$ cat src/rtl/exc_entry_pkg.sv
package exc_entry_pkg;
   localparam int CAUSE_W = 3;

   typedef enum logic [CAUSE_W-1:0] {
      CAUSE_RESET = 3'd0,
      CAUSE_BKPT  = 3'd1,
      CAUSE_IBUS  = 3'd2,
      CAUSE_WATCH = 3'd3,
      CAUSE_DBUS  = 3'd4,
      CAUSE_DIV0  = 3'd5,
      CAUSE_IRQ   = 3'd6,
      CAUSE_SCALL = 3'd7
   } cause_e;

   typedef enum logic [1:0] {
      WA_NBASE = 2'd0,
      WA_DBASE = 2'd1,
      WA_CTRL  = 2'd2,
      WA_STAT  = 2'd3
   } waddr_e;

   function automatic logic is_debug_cause(input logic [CAUSE_W-1:0] c);
      return (c == CAUSE_BKPT) || (c == CAUSE_WATCH);
   endfunction
endpackage

$ cat src/rtl/exc_base_regs.sv
module exc_base_regs
   import exc_entry_pkg::*;
#(
   parameter int XLEN       = 32,
   parameter int ALIGN_BITS = 8
) (
   input  logic            clk,
   input  logic            rst_n,
   input  logic            wr_en,
   input  logic [1:0]      wr_addr,
   input  logic [XLEN-1:0] wr_data,
   output logic [XLEN-1:0] nbase_o,
   output logic [XLEN-1:0] dbase_o,
   output logic            remap_o
);
   localparam int HI_W = XLEN - ALIGN_BITS;
   localparam int NBASES = 2;

   logic [HI_W-1:0] base_hi [NBASES];
   logic            remap_q;

   for (genvar g = 0; g < NBASES; g++) begin : g_base
      always_ff @(posedge clk or negedge rst_n) begin
         if (!rst_n)
            base_hi[g] <= '0;
         else if (wr_en && (wr_addr == 2'(g)))
            base_hi[g] <= wr_data[XLEN-1:ALIGN_BITS];
      end
   end

   always_ff @(posedge clk or negedge rst_n) begin
      if (!rst_n)
         remap_q <= 1'b0;
      else if (wr_en && (wr_addr == WA_CTRL))
         remap_q <= wr_data[0];
   end

   assign nbase_o = {base_hi[0], {ALIGN_BITS{1'b0}}};
   assign dbase_o = {base_hi[1], {ALIGN_BITS{1'b0}}};
   assign remap_o = remap_q;

   // vector table alignment
   always_comb begin
      a_r9_base_aligned: assert (nbase_o[ALIGN_BITS-1:0] == '0 && dbase_o[ALIGN_BITS-1:0] == '0);
   end
endmodule

$ cat src/rtl/exc_status.sv
module exc_status (
   input  logic       clk,
   input  logic       rst_n,
   input  logic       take_norm,
   input  logic       take_dbg,
   input  logic       do_rete,
   input  logic       do_retb,
   input  logic       st_we,
   input  logic [2:0] st_wdata,
   output logic       ie_o,
   output logic       eie_o,
   output logic       bie_o
);
   logic ie_q, eie_q, bie_q;

   always_ff @(posedge clk or negedge rst_n) begin
      if (!rst_n) begin
         ie_q  <= 1'b0;
         eie_q <= 1'b0;
         bie_q <= 1'b0;
      end else if (take_norm) begin
         eie_q <= eie_q | ie_q;
         ie_q  <= 1'b0;
      end else if (take_dbg) begin
         bie_q <= bie_q | ie_q;
         ie_q  <= 1'b0;
      end else if (do_rete) begin
         ie_q <= eie_q;
      end else if (do_retb) begin
         ie_q <= bie_q;
      end else if (st_we) begin
         ie_q  <= st_wdata[0];
         eie_q <= st_wdata[1];
         bie_q <= st_wdata[2];
      end
   end

   assign ie_o  = ie_q;
   assign eie_o = eie_q;
   assign bie_o = bie_q;


   a_r3_normal_saves_ie: assert property (@(posedge clk) disable iff (!rst_n)
      take_norm |=> (!ie_q && eie_q == $past(eie_q | ie_q) && bie_q == $past(bie_q)));

   a_r4_debug_saves_ie: assert property (@(posedge clk) disable iff (!rst_n)
      take_dbg |=> (!ie_q && bie_q == $past(bie_q | ie_q) && eie_q == $past(eie_q)));

   a_r7_rete_restores: assert property (@(posedge clk) disable iff (!rst_n)
      (do_rete && !take_norm && !take_dbg) |=> ie_q == $past(eie_q));

   a_r8_retb_restores: assert property (@(posedge clk) disable iff (!rst_n)
      (do_retb && !do_rete && !take_norm && !take_dbg) |=> ie_q == $past(bie_q));
endmodule

$ cat src/rtl/exc_target.sv
module exc_target
   import exc_entry_pkg::*;
#(
   parameter int XLEN       = 32,
   parameter int SLOT_SHIFT = 5,
   parameter int ALIGN_BITS = 8
) (
   input  logic [CAUSE_W-1:0] cause,
   input  logic               remap,
   input  logic [XLEN-1:0]    nbase,
   input  logic [XLEN-1:0]    dbase,
   output logic [XLEN-1:0]    target
);
   localparam int OFS_W  = CAUSE_W + SLOT_SHIFT;
   localparam bit OR_OK  = (ALIGN_BITS >= OFS_W);

   logic [XLEN-1:0] base_sel;
   logic [XLEN-1:0] offset;

   assign base_sel = (is_debug_cause(cause) || remap) ? dbase : nbase;
   assign offset   = XLEN'({cause, {SLOT_SHIFT{1'b0}}});

   if (OR_OK) begin : g_merge
      assign target = base_sel | offset;
   end else begin : g_add
      assign target = base_sel + offset;
   end
endmodule

$ cat src/rtl/exc_entry_ctrl.sv
module exc_entry_ctrl
   import exc_entry_pkg::*;
#(
   parameter int XLEN       = 32,
   parameter int SLOT_SHIFT = 5,
   parameter int ALIGN_BITS = 8
) (
   input  logic               clk,
   input  logic               rst_n,
   input  logic               exc_req,
   input  logic [2:0]         exc_cause,
   input  logic [XLEN-1:0]    cur_pc,
   input  logic               ret_exc,
   input  logic               ret_brk,
   input  logic               wr_en,
   input  logic [1:0]         wr_addr,
   input  logic [XLEN-1:0]    wr_data,
   output logic [XLEN-1:0]    fetch_pc,
   output logic               redirect,
   output logic               ie_o,
   output logic               eie_o,
   output logic               bie_o,
   output logic               remap_o,
   output logic [XLEN-1:0]    ea_o,
   output logic [XLEN-1:0]    ba_o,
   output logic [XLEN-1:0]    nbase_o,
   output logic [XLEN-1:0]    dbase_o
);
   if (ALIGN_BITS < 1 || ALIGN_BITS >= XLEN) begin : g_bad_align
      $error("ALIGN_BITS must lie in 1..XLEN-1");
   end
   if (CAUSE_W + SLOT_SHIFT >= XLEN) begin : g_bad_slot
      $error("vector offset does not fit in XLEN");
   end

   logic            dbg_cls;
   logic            take_norm, take_dbg, do_rete, do_retb, st_we;
   logic [XLEN-1:0] vec_target;
   logic [XLEN-1:0] ea_q, ba_q, fetch_q;
   logic            redir_q;

   assign dbg_cls   = is_debug_cause(exc_cause);
   assign take_norm = exc_req && !dbg_cls;
   assign take_dbg  = exc_req && dbg_cls;
   assign do_rete   = ret_exc && !exc_req;
   assign do_retb   = ret_brk && !exc_req && !ret_exc;
   assign st_we     = wr_en && (wr_addr == WA_STAT) && !exc_req && !ret_exc && !ret_brk;

   exc_base_regs #(.XLEN(XLEN), .ALIGN_BITS(ALIGN_BITS)) u_bases (
      .clk(clk), .rst_n(rst_n), .wr_en(wr_en), .wr_addr(wr_addr), .wr_data(wr_data),
      .nbase_o(nbase_o), .dbase_o(dbase_o), .remap_o(remap_o)
   );

   exc_status u_status (
      .clk(clk), .rst_n(rst_n), .take_norm(take_norm), .take_dbg(take_dbg),
      .do_rete(do_rete), .do_retb(do_retb), .st_we(st_we), .st_wdata(wr_data[2:0]),
      .ie_o(ie_o), .eie_o(eie_o), .bie_o(bie_o)
   );

   exc_target #(.XLEN(XLEN), .SLOT_SHIFT(SLOT_SHIFT), .ALIGN_BITS(ALIGN_BITS)) u_target (
      .cause(exc_cause), .remap(remap_o), .nbase(nbase_o), .dbase(dbase_o), .target(vec_target)
   );

   always_ff @(posedge clk or negedge rst_n) begin
      if (!rst_n) begin
         ea_q    <= '0;
         ba_q    <= '0;
         fetch_q <= '0;
         redir_q <= 1'b0;
      end else begin
         redir_q <= exc_req || ret_exc || ret_brk;
         if (take_norm) ea_q <= cur_pc;
         if (take_dbg)  ba_q <= cur_pc;
         if (exc_req)      fetch_q <= vec_target;
         else if (do_rete) fetch_q <= ea_q;
         else if (do_retb) fetch_q <= ba_q;
      end
   end

   assign fetch_pc = fetch_q;
   assign redirect = redir_q;
   assign ea_o     = ea_q;
   assign ba_o     = ba_q;


   a_r3_ea_link: assert property (@(posedge clk) disable iff (!rst_n)
      take_norm |=> ea_q == $past(cur_pc));

   a_r4_ba_link: assert property (@(posedge clk) disable iff (!rst_n)
      take_dbg |=> ba_q == $past(cur_pc));

   a_r6_debug_base: assert property (@(posedge clk) disable iff (!rst_n)
      take_dbg |=> fetch_q == $past(dbase_o) + XLEN'($past(exc_cause)) * (XLEN'(1) << SLOT_SHIFT));

   a_r7_rete_target: assert property (@(posedge clk) disable iff (!rst_n)
      do_rete |=> fetch_q == $past(ea_q));

   a_r8_retb_target: assert property (@(posedge clk) disable iff (!rst_n)
      do_retb |=> fetch_q == $past(ba_q));

   a_r11_redirect_pulse: assert property (@(posedge clk) disable iff (!rst_n)
      (exc_req || ret_exc || ret_brk) |=> redir_q);
   a_r11_idle_hold: assert property (@(posedge clk) disable iff (!rst_n)
      !(exc_req || ret_exc || ret_brk) |=> (!redir_q && fetch_q == $past(fetch_q)));
endmodule

$ cat config.mk
export PLATFORM = sky130hd
export DESIGN_NAME = exc_entry_ctrl
export DESIGN_NICKNAME = d
export VERILOG_FILES = /design/src/rtl/exc_entry_pkg.sv /design/src/rtl/exc_base_regs.sv /design/src/rtl/exc_status.sv /design/src/rtl/exc_target.sv /design/src/rtl/exc_entry_ctrl.sv
export SDC_FILE = /design/constraint.sdc
export NUM_CORES = 1
export LEC_CHECK = 0
export BUFFER_PORTS_ARGS = -buffer_cell sky130_fd_sc_hd__buf_2
export CAP_MARGIN = 20
export CORE_AREA = 3 3 116 118
export CTS_BUF_LIST = sky130_fd_sc_hd__clkbuf_16
export DETAILED_ROUTE_END_ITERATION = 6
export DIE_AREA = 0 0 119 121
export GPL_TIMING_DRIVEN = 1
export PLACE_DENSITY = 0.94
export SYNTH_ARGS = -nofsm -noshare
export SYNTH_HDL_FRONTEND = slang
export SYNTH_SLANG_ARGS = --single-unit
$ cat constraint.sdc
create_clock -name clk -period 2.6 [get_ports clk]
set_clock_uncertainty 0.2 [all_clocks]
set_input_delay 0.13 -clock clk [delete_from_list [all_inputs] [get_ports clk]]
set_output_delay 0.13 -clock clk [all_outputs]
set_load 0.1 [all_outputs]
; ---- Word-level counts from Yosys, hierarchy flattened
; Cells that the tools add are included.
[classes]
eq_ne = 10
muxes = 18
bitwise = 4
n_reduce_logical = 27
[ops]
columns = operator, n
row1 = 32-bit 2-to-1 mux, 4
row2 = 32-bit by 8-bit OR with 32-bit output, 1
row3 = 1-bit 2-to-1 mux, 14
row4 = 1-bit logical AND, 12
row5 = "2-bit != test, second input constant", 5
row6 = 4-bit AND reduction, 2
row7 = 5-bit nonzero test, 1
row8 = "2-bit equality test, second input constant", 2
row9 = 1-bit zero test, 4
row10 = 1-bit logical OR, 4
row11 = 2-bit nonzero test, 2
row12 = "3-bit by 1-bit equality test with 1-bit output, second input constant", 1
row13 = "3-bit by 2-bit equality test with 1-bit output, second input constant", 1
row14 = 3-bit nonzero test, 1
row15 = "2-bit by 1-bit equality test with 1-bit output, second input constant", 1
row16 = 2-bit zero test, 1
row17 = 1-bit OR, 2
row18 = 1-bit NOT, 1
[word_totals]
register_bits = 149
wordCells = 69

; ---- Longest topological paths before layout
[logic_depth]
depth_word = 10
depth_mapped = 5
ltp_nobuf = 4

; ---- By module
; From an unflattened synthesis, not the netlist that was laid out.
[hier_totals]
cells_unflattened = 477
hier_area_um2 = 6702.7
[by_module_without_submodules]
columns = mod, n_inst, cells_each, area_each_um2, seq_area_each_um2
row1 = exc_entry_ctrl, 1, 294, 4002.6, 2427.3
row2 = exc_base_regs, 1, 122, 1969.4, 1226.2
row3 = exc_target, 1, 43, 539.3, 0.0
row4 = exc_status, 1, 18, 191.4, 75.1

; ---- Worst setup path before layout
; No wires, ideal clock.
[synth_timing]
kind = register to register
startpoint = register u_bases.remap_q, in the netlist u_bases.remap_o
endpoint = register fetch_q[21], in the netlist fetch_pc[21]
arrival_ns = 1.655
slack_ns = 0.604
stages_incl_launch_ff = 5
path_buffers = 1
cell_sequence = dfrtp_1 > inv_1 > clkbuf_1 > nand3_1 > a31oi_1
[synth_via]
elab_chain_len = 4
[synth_lines]
columns = element, line
row1 = start: declaration, exc_base_regs.sv:20  ; logic remap_q;
row2 = start signal: assignment, exc_base_regs.sv:35  ; remap_q <= wr_data[0];
row3 = 1-bit logical OR, exc_target.sv:20  ; assign base_sel = (is_debug_cause(cause) || remap) ? dbase : nbase;
row4 = 32-bit 2-to-1 mux, exc_target.sv:20
row5 = 32-bit by 8-bit OR with 32-bit output, exc_target.sv:24  ; assign target = base_sel | offset;
row6 = 32-bit 2-to-1 mux, exc_entry_ctrl.sv:74  ; if (exc_req) fetch_q <= vec_target;
row7 = end signal: assignment, exc_entry_ctrl.sv:74
row8 = end signal: assignment, exc_entry_ctrl.sv:75  ; else if (do_rete) fetch_q <= ea_q;
row9 = end signal: assignment, exc_entry_ctrl.sv:76  ; else if (do_retb) fetch_q <= ba_q;
row10 = end: declaration, exc_entry_ctrl.sv:39  ; logic [XLEN-1:0] ea_q, ba_q, fetch_q;
; Every way passes these cells.
; A chain may end at the register's enable or synchronous reset.

; ---- Worst setup path in the final report
[layout_timing]
startpoint = input port wr_addr[1]
endpoint = register u_bases.base_hi, in the netlist u_bases.nbase_o[22]
[layout_via]
elab_chain_len = 2
[layout_lines]
columns = element, line
row1 = start: declaration, exc_entry_ctrl.sv:16  ; input logic [1:0] wr_addr,
row2 = 2-bit zero test, exc_base_regs.sv:26  ; else if (wr_en && (wr_addr == 2'(g)))
row3 = 1-bit logical AND, exc_base_regs.sv:26
row4 = end signal: indexed assignment, exc_base_regs.sv:27  ; base_hi[g] <= wr_data[XLEN-1:ALIGN_BITS];
row5 = end: declaration, exc_base_regs.sv:19  ; logic [HI_W-1:0] base_hi [NBASES];
; Every way passes these cells.

==> results.ini <==
[timing]
drv_slew = 0
setup-violations-final = 0
fmax_ghz = 0.4586
hold_violations = 0
rsz0062_at_grt = no
finalSetupTns_ns = 0
slew_headroom_pct = 41.09
tightest_slew_ns = 0.8826
min_period_over_period_pct = 83.86
min_period_ns = 2.180

[global_route]
grt_max_degree = 59
grt_pass1_wl_microns = 32700
grtUsageTotal_pct = 29.50
grt_overflow = 0
grt_pass1_vias = 5824
antenna_found_initial = 0

[floorplanning]
start_util_pct = 53.31
dieArea_sq_mm = 0.01440
ios = 240
fp.coreArea_sq_mm = 0.01257
row_count = 41
fp.dieW_microns = 119
die_h_microns = 121

[layout]
antennaDiodeCount = 0
post-route-util_pct = 72.54
stdcell_count = 981
drive_gt1_share_pct = 44.13
fin_nets = 873
syn_to_final_growth_pct = 36.08

[status]
status = finished, final reports clean

[worst_setup_path]
slowest_delay_ns = 0.55
arrival_ns = 2.29
crit_top_cell = dlygate4sd3_1
worstSetupEndpointType = register
cp_max_fo = 10
cpMaxStageDelayCell = dlygate4sd3_1
critical_path_class = primary input to register
cp-start-kind = primary input
crit_chain = dlygate4sd3_1, buf_2, nor3b_4, mux2_2, dlygate4sd3_1
crit_required_ns = 2.71

[yosys]
synth_area_sq_mm = 0.006700
synth-edff-count = 0
synth-seq-cells = 149
ys_types = 28
ys_seq_area_share_pct = 55.65
synthArstFlopShare_pct = 100.0
yosys_warnings = 0
synth_area_per_cell_sq_um = 13.04
postSynthCellCount = 514
ys.flop_type = dfrtp_1

[pwr]
totalPowerFinal_uw = 10020
ir_worst_vdd_v = 0.0006991
power.density_mw_per_mm2 = 1099
power_leakage_uw = 0.004494

[clock_network]
cts.clk_slew.worst_paths_ns = 0.06
htree_levels = 4
numCtsBuffers = 17
cts_setup_buffers = 0
cts_tree = yes
cts_buffer_depth = 2
clock-root-buffer = clkbuf_16
cts_num_sinks = 149
insertion_delay_ns = 0.42

[detailed_routing]
vias = 5579
routedWlPerCell_microns = 21.52
dr.first_iter.drc_count = 438
antenna_left = 0
dr.pass1.iters = 5
drc_errors = 0
drt-total-wl_microns = 21110
viasPerCell = 5.687

[min_path]
min_path_type = primary input to register

[place]
dp.cells = 882
gp_congestion = 0.9098
io_buffers = 218
dpl.hpwl_microns = 12880

[flow_run]
max_cap_violations = 0

==> synth_stat cells, types with 2 or more instances <==
cell type / count / area, sq um
a21oi_1: 3 / 15.01
a22o_1: 3 / 26.28
a31oi_1: 26 / 162.7
buf_2: 5 / 25.02
buf_4: 23 / 172.7
buf_6: 8 / 90.09
clkbuf_1: 17 / 63.81
dfrtp_1: 149 / 3729
inv_1: 8 / 30.03
mux2_1: 30 / 337.8
mux2_2: 89 / 1002
mux2i_1: 32 / 320.3
nand2_1: 24 / 90.09
nand2_2: 2 / 12.51
nand3_1: 26 / 130.1
nor2_1: 9 / 33.78
o211a_1: 24 / 240.2
o21ai_0: 24 / 120.1
o22ai_1: 3 / 18.77
==> cell families (layout without fill, tap and decap cells) <==
logic type,after synthesis,after routing,synth area share [%]
muxes,151,151,24.78
DFF,149,149,55.65
AOI/OAI and AO/OA,84,84,8.814
and+or+nand+nor,68,68,5.005
buffers and inverters,61,341,5.696
other,1,16,0.05597
==> final cells by class <==
cell class | count | area, sq um
fill | 798 | 3451
clock buffer | 17 | 425.4
inverter | 8 | 30.03
sequential | 149 | 3729
tap | 172 | 215.2
multi-input combinational | 319 | 2646
timing repair buffer | 303 | 1931
clock inverter | 13 | 141.4
==> power by group <==
part	internal (uW)	leakage, uW	switching (uW)
sequential	2720	0.00176	326
clock	1470	0.000276	913
combinational	793	0.00246	3790
==> layout by cell type (no fill, tap or decap), drive strengths merged <==
cell type	Yosys	layout
conb	1	16
nor2	9	9
inv	8	8
a31oi	26	26
a22o	3	3
nor3b	1	1
clkbuf	17	17
o21ai	24	24
bufinv	0	3
buf	36	235
dlygate4sd3	0	68
dfrtp	149	149
nand2	26	26
nand3b	2	2
o31ai	1	1
clkinv	0	8
clkinvlp	0	2
mux2i	32	32
o22ai	3	3
mux2	119	119
and2b	1	1
o211a	24	24
and2	1	1
nand2b	1	1
nor3	1	1
nand3	26	26
a21oi	3	3
==> per-stage QoR <==
step,setup slack (ns),hold slack [ns],cell area (sq um)
global placement,0.7663,-0.1397,7850
detailed placement,0.7415,-0.1376,7850
global route,0.3921,0.1308,9117
floorplan,0.6040,-0.3656,6756
CTS,0.4604,0.07647,9117
finish,0.4196,0.09021,9117
==> timing repair <==
action	CTS	global route
endpoints found under the setup margin	0	0
hold buffers	69	0
hold endpoints to repair	268	0
resized for setup	0	0
==> state kept, by name, summed over array words and instances, names as in the netlist <==
signal           cells
u_bases.dbase_o     24
ea_o                32
u_bases.remap_o      1
fetch_pc            32
u_status.eie_o       1
redirect             1
u_status.bie_o       1
u_bases.nbase_o     24
ba_o                32
u_status.ie_o        1
==> critical path, delay by kind of cell <==
family	cells	cell delay, ns
buffers and inverters	3	1.25
muxes	1	0.40
and+or+nand+nor	1	0.52
==> final timing paths <==
path,from,cells after the start,end,slack [ns]
worst max-delay path,wr_addr[1],5,u_bases.nbase_o[22],0.42
max in group asynchronous,rst_n,4,u_bases.dbase_o[20],1.14
worst max register to register,u_bases.remap_o,3,fetch_pc[31],0.78
worst min register to register,ea_o[21],1,ea_o[21],0.31
worst min-delay path,exc_req,2,fetch_pc[1],0.09
min in group asynchronous,rst_n,3,u_status.eie_o,0.46
==> routing by layer <==
| metal | track usage (%) | wire, microns | vias to the layer above |
|---|---|---|---|
| met5 | 0 | 0 | - |
| met4 | 17.16 | 1130 | 0 |
| met3 | 7.599 | 1264 | 102 |
| met2 | 48.04 | 10520 | 336 |
| met1 | 35.56 | 8193 | 2750 |
| li1 | - | - | 2391 |
(Power assumes the default switching activity.)
